`src/rtl/scan_pkg.sv`:
```
package scan_pkg;
   typedef enum logic [1:0] {
      SCAN_IDLE = 2'd0,
      SCAN_RUN  = 2'd1,
      SCAN_DONE = 2'd2
   } scan_state_t;

   localparam int SCAN_MAX_COORD_W = 32;
   localparam int SCAN_MAX_LEVELS  = 8;
endpackage

```
`src/rtl/scan_axis.sv`:
```
module scan_axis #(
   parameter int W = 16
) (
   input  logic         clk,
   input  logic         rst_n,
   input  logic         load,
   input  logic         adv,
   input  logic         reload,
   input  logic [W-1:0] cfg_start,
   input  logic [W-1:0] cfg_step,
   input  logic [W-1:0] cfg_end,
   output logic [W-1:0] cur,
   output logic         moving,
   output logic         beyond
);
   localparam int EW = W + 2;

   logic [W-1:0]        start_q, step_q, end_q, cur_q;
   logic signed [EW-1:0] nxt, lim;

   // next value without wrap, compared against the end in extended width
   always_comb begin
      nxt    = $signed({2'b00, cur_q}) + $signed({{2{step_q[W-1]}}, step_q});
      lim    = $signed({2'b00, end_q});
      moving = |step_q;
      beyond = step_q[W-1] ? (nxt < lim) : (nxt > lim);
   end

   always_ff @(posedge clk) begin
      if (!rst_n) begin
         start_q <= '0;
         step_q  <= '0;
         end_q   <= '0;
         cur_q   <= '0;
      end else if (load) begin
         start_q <= cfg_start;
         step_q  <= cfg_step;
         end_q   <= cfg_end;
         cur_q   <= cfg_start;
      end else if (adv) begin
         cur_q <= reload ? start_q : nxt[W-1:0];
      end
   end

   assign cur = cur_q;
endmodule

```
`src/rtl/scan_level.sv`:
```
module scan_level #(
   parameter int W = 16
) (
   input  logic         clk,
   input  logic         rst_n,
   input  logic         load,
   input  logic         adv,
   input  logic [W-1:0] x_start,
   input  logic [W-1:0] x_step,
   input  logic [W-1:0] x_end,
   input  logic [W-1:0] y_start,
   input  logic [W-1:0] y_step,
   input  logic [W-1:0] y_end,
   output logic [W-1:0] cur_x,
   output logic [W-1:0] cur_y,
   output logic         first,
   output logic         last
);
   logic x_mov, x_out, y_mov, y_out;
   logic first_q;

   scan_axis #(.W(W)) u_ax_x (
      .clk(clk), .rst_n(rst_n), .load(load), .adv(adv), .reload(last),
      .cfg_start(x_start), .cfg_step(x_step), .cfg_end(x_end),
      .cur(cur_x), .moving(x_mov), .beyond(x_out)
   );

   scan_axis #(.W(W)) u_ax_y (
      .clk(clk), .rst_n(rst_n), .load(load), .adv(adv), .reload(last),
      .cfg_start(y_start), .cfg_step(y_step), .cfg_end(y_end),
      .cur(cur_y), .moving(y_mov), .beyond(y_out)
   );

   // a level with no movement runs once; otherwise either dimension may end it
   assign last = (!x_mov && !y_mov) || (x_mov && x_out) || (y_mov && y_out);

   always_ff @(posedge clk) begin
      if (!rst_n)      first_q <= 1'b0;
      else if (load)   first_q <= 1'b1;
      else if (adv)    first_q <= last;
   end

   assign first = first_q;
endmodule

```
`src/rtl/scan_ctrl.sv`:
```
module scan_ctrl
   import scan_pkg::*;
(
   input  logic clk,
   input  logic rst_n,
   input  logic start,
   input  logic finish,
   output logic load,
   output logic running,
   output logic finished
);
   scan_state_t state_q, state_d;

   assign load = start && (state_q != SCAN_RUN);

   always_comb begin
      state_d = state_q;
      unique case (state_q)
         SCAN_IDLE: if (start)  state_d = SCAN_RUN;
         SCAN_RUN:  if (finish) state_d = SCAN_DONE;
         SCAN_DONE: if (start)  state_d = SCAN_RUN;
         default:               state_d = SCAN_IDLE;
      endcase
   end

   always_ff @(posedge clk) begin
      if (!rst_n) state_q <= SCAN_IDLE;
      else        state_q <= state_d;
   end

   assign running  = (state_q == SCAN_RUN);
   assign finished = (state_q == SCAN_DONE);
endmodule

```
`src/rtl/scan_pattern_gen.sv`:
```
module scan_pattern_gen
   import scan_pkg::*;
#(
   parameter int COORD_W = 16,
   parameter int LEVELS  = 4
) (
   input  logic                        clk,
   input  logic                        rst_n,
   input  logic                        start,
   input  logic [LEVELS*COORD_W-1:0]   cfg_x_start,
   input  logic [LEVELS*COORD_W-1:0]   cfg_x_step,
   input  logic [LEVELS*COORD_W-1:0]   cfg_x_end,
   input  logic [LEVELS*COORD_W-1:0]   cfg_y_start,
   input  logic [LEVELS*COORD_W-1:0]   cfg_y_step,
   input  logic [LEVELS*COORD_W-1:0]   cfg_y_end,
   input  logic                        pos_ready,
   output logic                        pos_valid,
   output logic [COORD_W-1:0]          pos_x,
   output logic [COORD_W-1:0]          pos_y,
   output logic [LEVELS-1:0]           pos_first,
   output logic [LEVELS-1:0]           pos_last,
   output logic                        done
);
   localparam int NCARRY = LEVELS + 1;

   if (COORD_W < 2 || COORD_W > SCAN_MAX_COORD_W) begin : g_bad_width
      $error("scan_pattern_gen: COORD_W out of range");
   end
   if (LEVELS < 1 || LEVELS > SCAN_MAX_LEVELS) begin : g_bad_levels
      $error("scan_pattern_gen: LEVELS out of range");
   end

   logic               load, running, fire;
   logic [NCARRY-1:0]  carry;
   logic [COORD_W-1:0] lvl_x [LEVELS];
   logic [COORD_W-1:0] lvl_y [LEVELS];

   assign fire     = running && pos_ready;
   assign carry[0] = fire;

   scan_ctrl u_ctrl (
      .clk(clk), .rst_n(rst_n), .start(start), .finish(carry[LEVELS]),
      .load(load), .running(running), .finished(done)
   );

   for (genvar l = 0; l < LEVELS; l++) begin : g_level
      scan_level #(.W(COORD_W)) u_lvl (
         .clk     (clk),
         .rst_n   (rst_n),
         .load    (load),
         .adv     (carry[l]),
         .x_start (cfg_x_start[l*COORD_W +: COORD_W]),
         .x_step  (cfg_x_step [l*COORD_W +: COORD_W]),
         .x_end   (cfg_x_end  [l*COORD_W +: COORD_W]),
         .y_start (cfg_y_start[l*COORD_W +: COORD_W]),
         .y_step  (cfg_y_step [l*COORD_W +: COORD_W]),
         .y_end   (cfg_y_end  [l*COORD_W +: COORD_W]),
         .cur_x   (lvl_x[l]),
         .cur_y   (lvl_y[l]),
         .first   (pos_first[l]),
         .last    (pos_last[l])
      );
      // the step ripples outward only past levels sitting in their last pass
      assign carry[l+1] = carry[l] && pos_last[l];
   end

   if (LEVELS == 1) begin : g_sum_single
      assign pos_x = lvl_x[0];
      assign pos_y = lvl_y[0];
   end else begin : g_sum_tree
      always_comb begin
         pos_x = '0;
         pos_y = '0;
         for (int l = 0; l < LEVELS; l++) begin
            pos_x = pos_x + lvl_x[l];
            pos_y = pos_y + lvl_y[l];
         end
      end
   end

   assign pos_valid = running;
endmodule

```
`config.mk`:
```
export PLATFORM = sky130hd
export DESIGN_NAME = scan_pattern_gen
export DESIGN_NICKNAME = d
export VERILOG_FILES = /design/src/rtl/scan_pkg.sv /design/src/rtl/scan_axis.sv /design/src/rtl/scan_level.sv /design/src/rtl/scan_ctrl.sv /design/src/rtl/scan_pattern_gen.sv
export SDC_FILE = /design/constraint.sdc
export NUM_CORES = 2
export LEC_CHECK = 0
export ABC_CLOCK_PERIOD_IN_PS = 5300
export BUFFER_PORTS_ARGS = -buffer_cell sky130_fd_sc_hd__buf_4
export CAP_MARGIN = 0
export CORE_AREA = 2 2 250 252
export CTS_CLUSTER_SIZE = 8
export DETAILED_ROUTE_END_ITERATION = 12
export DIE_AREA = 0 0 252 254
export MAX_ROUTING_LAYER = met4
export PLACE_DENSITY = 0.8
export SYNTH_ARGS = -nofsm -noshare
export SYNTH_HDL_FRONTEND = slang
export SYNTH_SLANG_ARGS = --single-unit
export TNS_END_PERCENT = 30
```
`constraint.sdc`:
```
create_clock -name clk -period 5.3 [get_ports clk]
set_input_delay 0.53 -clock clk [delete_from_list [all_inputs] [get_ports clk]]
set_output_delay 0.53 -clock clk [all_outputs]
set_load 0.02 [all_outputs]
```
## Word-level counts from Yosys, hierarchy flattened

Index checks and enable logic that the tools add are counted.
W data, S select, Z words.

| word-level totals | value |
|---|---|
| register bits after elaboration | 518 |
| bits in latches | 0 |
| memory bits (writable) | 0 |
| bits in read-only memories | 0 |
| input port bits | 388 |
| word-level logic and storage cells | 164 |
| memories | 0 |

| cells by class | value |
|---|---|
| $add $sub $neg | 14 |
| multipliers | 0 |
| divide/modulo/power cells | 0 |
| magnitude comparators | 16 |
| equality and inequality tests | 5 |
| shift-type cells | 0 |
| multiplexer cells | 43 |
| bitwise operators | 0 |
| reductions and logical operators | 49 |

Operator list:

| cell | number |
|---|---|
| $mux W16 | 24 |
| $add A17 B16 Y18 | 8 |
| $gt A18 B17 Y1 | 8 |
| $lt A18 B17 Y1 | 8 |
| $reduce_or A16 Y1 | 8 |
| $add A16 B16 Y16 | 6 |
| $logic_and A1 B1 Y1 | 18 |
| $mux W1 | 16 |
| $logic_not A1 Y1 | 8 |
| $logic_or A1 B1 Y1 | 8 |
| $reduce_bool A2 Y1 | 4 |
| $ne A2 B1 Y1 const B | 3 |
| $mux W2 | 2 |
| $pmux W2 S2 | 1 |
| $eq A2 B1 Y1 const B | 1 |
| $eq A2 B2 Y1 const B | 1 |
| $logic_not A2 Y1 | 1 |
| $reduce_and A2 Y1 | 1 |
| $reduce_or A2 Y1 | 1 |

## Depth between registers and ports, before layout

| depth | value |
|---|---|
| word-level depth | 12 |
| depth in mapped cells | 24 |
| mapped depth without buffers | 21 |

## Cells and area by module

From an unflattened synthesis, not the netlist that was laid out.

| second synthesis, totals | value |
|---|---|
| cell total of the unflattened synthesis | 3976 |
| area total of the unflattened synthesis | 33901.3 um^2 |

By module, submodules not included:

| module | instances | cells an instance | area an instance (um^2) |
|---|---|---|---|
| scan_axis (g_level[0].u_lvl.u_ax_x ...) | 4 | 434 | 3664.8 |
| scan_axis (g_level[0].u_lvl.u_ax_y ...) | 2 | 450 | 3996.3 |
| scan_axis (g_level[3].u_lvl.u_ax_x ...) | 2 | 430 | 3732.3 |
| scan_pattern_gen | 1 | 442 | 3420.8 |
| scan_level | 4 | 7 | 65.1 |
| scan_ctrl | 1 | 10 | 103.8 |

## Worst setup path after synthesis

Ideal clock, no wire load.

| timing | value |
|---|---|
| path type | reg2out |
| start | register g_level[3].u_lvl.u_ax_y.step_q[0] |
| end | output port pos_last[3] |
| arrival time | 4533 ps |
| required time | 4770 ps |
| setup slack | 237 ps |
| cell stages (with the launch flop) | 22 |
| cell sequence | dfxtp_1 > ha_1 > inv_1 > fa_1 > nor2b_1 > o31a_1 > o41a_1 > a311o_1 > a31oi_1 > xnor2_1 > ha_1 > and4_1 > and3_1 > o21ai_0 > or3b_2 > a21oi_1 > o21ai_0 > a311oi_1 > buf_2 > buf_1 > inv_1 > buf_4 |

| between the ends | value |
|---|---|
| longest elaborated chain between the ends | 5 |

Ends and longest elaborated chain:

| what | line | RTL |
|---|---|---|
| from (decl) | scan_axis.sv:18 | `logic [W-1:0] start_q, step_q, end_q, cur_q;` |
| from (signal assigned) | scan_axis.sv:37 | `step_q <= cfg_step;` |
| $add A17 B16 Y18 or $reduce_or A16 Y1 (tied branches) | scan_axis.sv:23, scan_axis.sv:25 |  |
| $gt A18 B17 Y1 (tied with other cells) | scan_axis.sv:26 | `beyond = step_q[W-1] ? (nxt < lim) : (nxt > lim);` |
| $mux W1 or $logic_and A1 B1 Y1 (tied branches) | scan_axis.sv:26, scan_level.sv:35 |  |
| $logic_and A1 B1 Y1 or $logic_or A1 B1 Y1 (tied branches) | scan_level.sv:35 | `assign last = (!x_mov && !y_mov) \|\| (x_mov && x_out) \|\| (y_mov && y_out);` |
| $logic_or A1 B1 Y1 * | scan_level.sv:35 |  |
| to (decl) | scan_pattern_gen.sv:21 | `output logic [LEVELS-1:0] pos_last,` |

Every way passes the cells marked *; elsewhere a longest branch is shown, timed or not.

## Worst setup path in the final report

| timing | value |
|---|---|
| start | register g_level[3].u_lvl.u_ax_y.cur_q[1] |
| end | output port pos_last[3] |

| between the ends | value |
|---|---|
| longest elaborated chain between the ends | 5 |

Ends and longest elaborated chain:

| what | line | RTL |
|---|---|---|
| from (decl) | scan_axis.sv:18 |  |
| from (signal assigned) | scan_axis.sv:39 | `cur_q <= cfg_start;` |
| from (signal assigned) | scan_axis.sv:41 | `cur_q <= reload ? start_q : nxt[W-1:0];` |
| $add A17 B16 Y18 * | scan_axis.sv:23 | `nxt = $signed({2'b00, cur_q}) + $signed({{2{step_q[W-1]}}, step_q});` |
| $gt A18 B17 Y1 or $lt A18 B17 Y1 (tied branches) | scan_axis.sv:26 |  |
| $mux W1 * | scan_axis.sv:26 |  |
| $logic_and A1 B1 Y1 * | scan_level.sv:35 |  |
| $logic_or A1 B1 Y1 * | scan_level.sv:35 |  |

Marked as above.

==> metrics.cfg <==
[drt]
wire_per_inst_um = 20.7
vias_per_cell = 5.94
drtAntennaViolNets = 0
drt-total-wl_um = 109000
num_vias = 31200
drc = 0
drt_pass1_iterations = 6
drt_iter0_markers = 2584

[synthesis]
yosysSeqAreaShare_pct = 31.6
netlist_instances = 4040
syn_nets = 4790
async_flop_share_pct = 0
synth_edf_count = 0
synthesis.area_um2 = 32900
synth_seq_cells = 518
yosysUniqueCellTypes = 78
syn_area_per_cell_um2 = 8.13
ys_warn_count = 0
synthFlopType = dfxtp_1

[placement]
io_buffers = 429
dp_hpwl_um = 81600
placedCellCount = 5121
place_ws_ps = 18.1
gp_congestion = 0.998

[cts]
clkSinkCount = 518
clockBufferDepth = 3
cts_hold_buf = 0
insertion_delay_ps = 610
clkTransAtPathRegs_ps = 50
cts_made_buffers = 74
htree_levels = 3
cts_tree = built
cts_root_buf = clkbuf_16

[global_routing]
use_met1_pct = 43.6
grt_pass1_wl_um = 166000
grt_remaining_overflow = 0
grt_pass1_vias = 29900
grtUsageMet2_pct = 54.0
groute.usage.overall_pct = 34.2
busiest_layer = met2
grt_max_degree = 243
use_met3_pct = 4.80
antenna_found_initial = 1

[layout]
regArea_um2 = 10400
nNetsFinal = 5214
syn_to_final_growth_pct = 22.3
multi_input_area_um2 = 21500
final_cells = 5258
fillers = 5151
drive_gt1_share_pct = 19.1

[critical_path]
cp-start-kind = flip-flop
cp-end-kind = output pin
crit_fanout = 4
worstSetupPathType = flip-flop to output pin
cp_data_arrival_time_ps = 4760
r2r_cells = 19
crit_start = g_level[3].u_lvl.u_ax_y.cur[1]
r2r_end = g_level[3].u_lvl.u_ax_x.cur[7]
cp.required_ps = 4770
crit_end = pos_last[3]
reg2reg_from = g_level[2].u_lvl.u_ax_x.cur[10]
reg2reg_slack_ps = 180

[floorplan]
start_util_pct = 53.6
row_count = 91
core_area_um2 = 61300
die_area_um2 = 64000
die_h_um = 254
die_w_um = 252
io_pins = 430

[outcome]
outcome = complete, no violations

[sta]
max_clock_freq_ghz = 0.189
maxSlewHeadroom_pct = 16.5
tightest_slew_ps = 1250
period_needed_ps = 5290
skew_ps = 23.3
rsz0062_at_grt = yes
setup_ws_ps = 8.49
setup_violations = 0
hold_violations = 0
period_share_pct = 99.8
drv_slew = 0

[run]
cap_violations = 0

[pwr]
pwr_density_cell_nw_per_um2 = 457
p_leak_nw = 17.2
vdd_ir_drop_max_v = 0.000292

[min_path]
min_path_type = input port to flip-flop

-- sequential cells by signal, indices dropped and copies added (netlist names) --
register	flops
g_level.u_lvl.first	4
g_level.u_lvl.u_ax_x.cur	64
g_level.u_lvl.u_ax_x.end_q	64
g_level.u_lvl.u_ax_x.start_q	64
g_level.u_lvl.u_ax_x.step_q	64
g_level.u_lvl.u_ax_y.cur	64
g_level.u_lvl.u_ax_y.end_q	64
g_level.u_lvl.u_ax_y.start_q	64
g_level.u_lvl.u_ax_y.step_q	64
u_ctrl.state_q	2
-- cells in the final DEF, fill, tap and decap left out, drive strengths merged, types with 5 or more instances in the layout --
master  netlist  final
a211o         6      6
a211oi       66     66
a21boi      394    394
a21o         49     49
a21oi       188    188
a221oi        5      5
a22o         27     27
a31oi        26     26
a32o         16     16
and2         27     27
and3         20     20
and4         16     16
buf          34    583
clkbuf      201     77
dfxtp       518    518
fa           68     68
ha          294    294
inv         197    198
mux2i        34     34
nand2       852    852
nand2b       12     12
nand3       126    126
nand4        29     29
nor2        178    178
nor2b        33     33
nor3         35     35
nor4         34     34
o211ai       53     53
o21a         36     36
o21ai       135    135
o21bai       15     15
o221ai       36     36
o31a          6      6
o31ai        48     48
o41ai         5      5
or2          11     11
or3          14     14
or4           7      7
xnor2        94     94
xor2         39     39
-- cells in the mapped netlist, drive strengths merged, types with 35 or more instances --
| cell type | count | area, um2 |
|---|---|---|
| o21ai | 135 | 679 |
| nand3 | 126 | 631 |
| inv | 197 | 739 |
| nand2 | 852 | 3200 |
| nor3 | 35 | 175 |
| a211oi | 66 | 546 |
| fa | 68 | 1360 |
| a21oi | 188 | 941 |
| nor2 | 178 | 676 |
| ha | 294 | 3680 |
| xnor2 | 94 | 823 |
| clkbuf | 201 | 754 |
| o211ai | 53 | 398 |
| xor2 | 39 | 342 |
| a21boi | 394 | 2960 |
| dfxtp | 518 | 10400 |
| o221ai | 36 | 315 |
| o21a | 36 | 270 |
| a21o | 49 | 368 |
| o31ai | 48 | 400 |
-- cell families after synthesis --
family / after synthesis / synth area share, %
DFF: 518 / 31.6
buffers and inverters: 433 / 5.22
muxes: 36 / 1.10
adders and majority gates: 362 / 15.3
AOI/OAI and AO/OA: 1152 / 24.7
and+or+nand+nor: 1406 / 18.6
xor gates and xnor gates: 133 / 3.55
-- report_power, final --
part	total [W]	internal [W]	switching, W
clock	0.00422	0.00252	0.00170
combinational	0.00920	0.00374	0.00546
sequential	0.00496	0.00439	0.000565
-- metal layers --
metal	up-vias	wire length, um
met5	-	0
met4	0	5220
met3	251	8150
met2	1241	50100
met1	14700	45500
li1	15000	-
-- critical path, stage by stage, from the launching register on --
cell and delay, ps:
dfxtp_1 440, ha_1 290, a211oi_1 380, o21a_1 230, o211ai_1 220, a31oi_1 310, xor2_1 310, ha_1 310
and4_1 200, and3_4 190, o21ai_2 90, or3b_4 410, buf_4 150, o221ai_2 200, a311oi_4 150, inv_2 130
buf_6 130
-- how the worst min path moves through the flow --
| stage | startpoint | endpoint | slack, ps | cells after the start |
|---|---|---|---|---|
| after floorplan | g_level[2].u_lvl.first | g_level[2].u_lvl.first | 440 | 2 |
| final | cfg_y_start[42] | g_level[2].u_lvl.u_ax_y.cur[10] | 160 | 3 |
| after global routing | cfg_y_start[39] | g_level[2].u_lvl.u_ax_y.cur[7] | 150 | 3 |
| after global placement | g_level[2].u_lvl.u_ax_y.start_q[15] | g_level[2].u_lvl.u_ax_y.start_q[15] | 450 | 2 |
| after CTS | cfg_y_start[42] | g_level[2].u_lvl.u_ax_y.cur[10] | 140 | 3 |
| after detailed placement | g_level[2].u_lvl.first | g_level[2].u_lvl.first | 450 | 2 |
-- through the flow --
step           total power [W]  util (%)  setup TNS, ps  hold slack, ps  cell area, um2
6_report                0.0184      65.6              0             161           40200
5_1_grt                 0.0194      65.6           -423             152           40200
4_1_cts                 0.0180      64.5           -160             138           39500
3_5_place_dp            0.0135      60.5              0             454           37100
3_3_place_gp            0.0134      60.5              0             446           37100
2_1_floorplan           0.0103         -              0             435           32900
-- layout make-up --
class / count / share of cell area [%]
multi-input cells: 3089 / 53.6
flip-flops and latches: 518 / 25.9
repair buffers: 583 / 11.3
clock buffers: 77 / 4.77
well taps: 790 / 2.46
inverters: 198 / 1.85
clock inverters: 2 / 0.0623
diodes: 1 / 0.00623
-- what timing repair did --
action / in CTS / in global routing
pin swaps: 30 / 63
gates resized for setup: 57 / 131
setup endpoints to repair: 36 / 55
buffers inserted: 37 / 20
No activity file was read; power rests on OpenSTA's default activity.
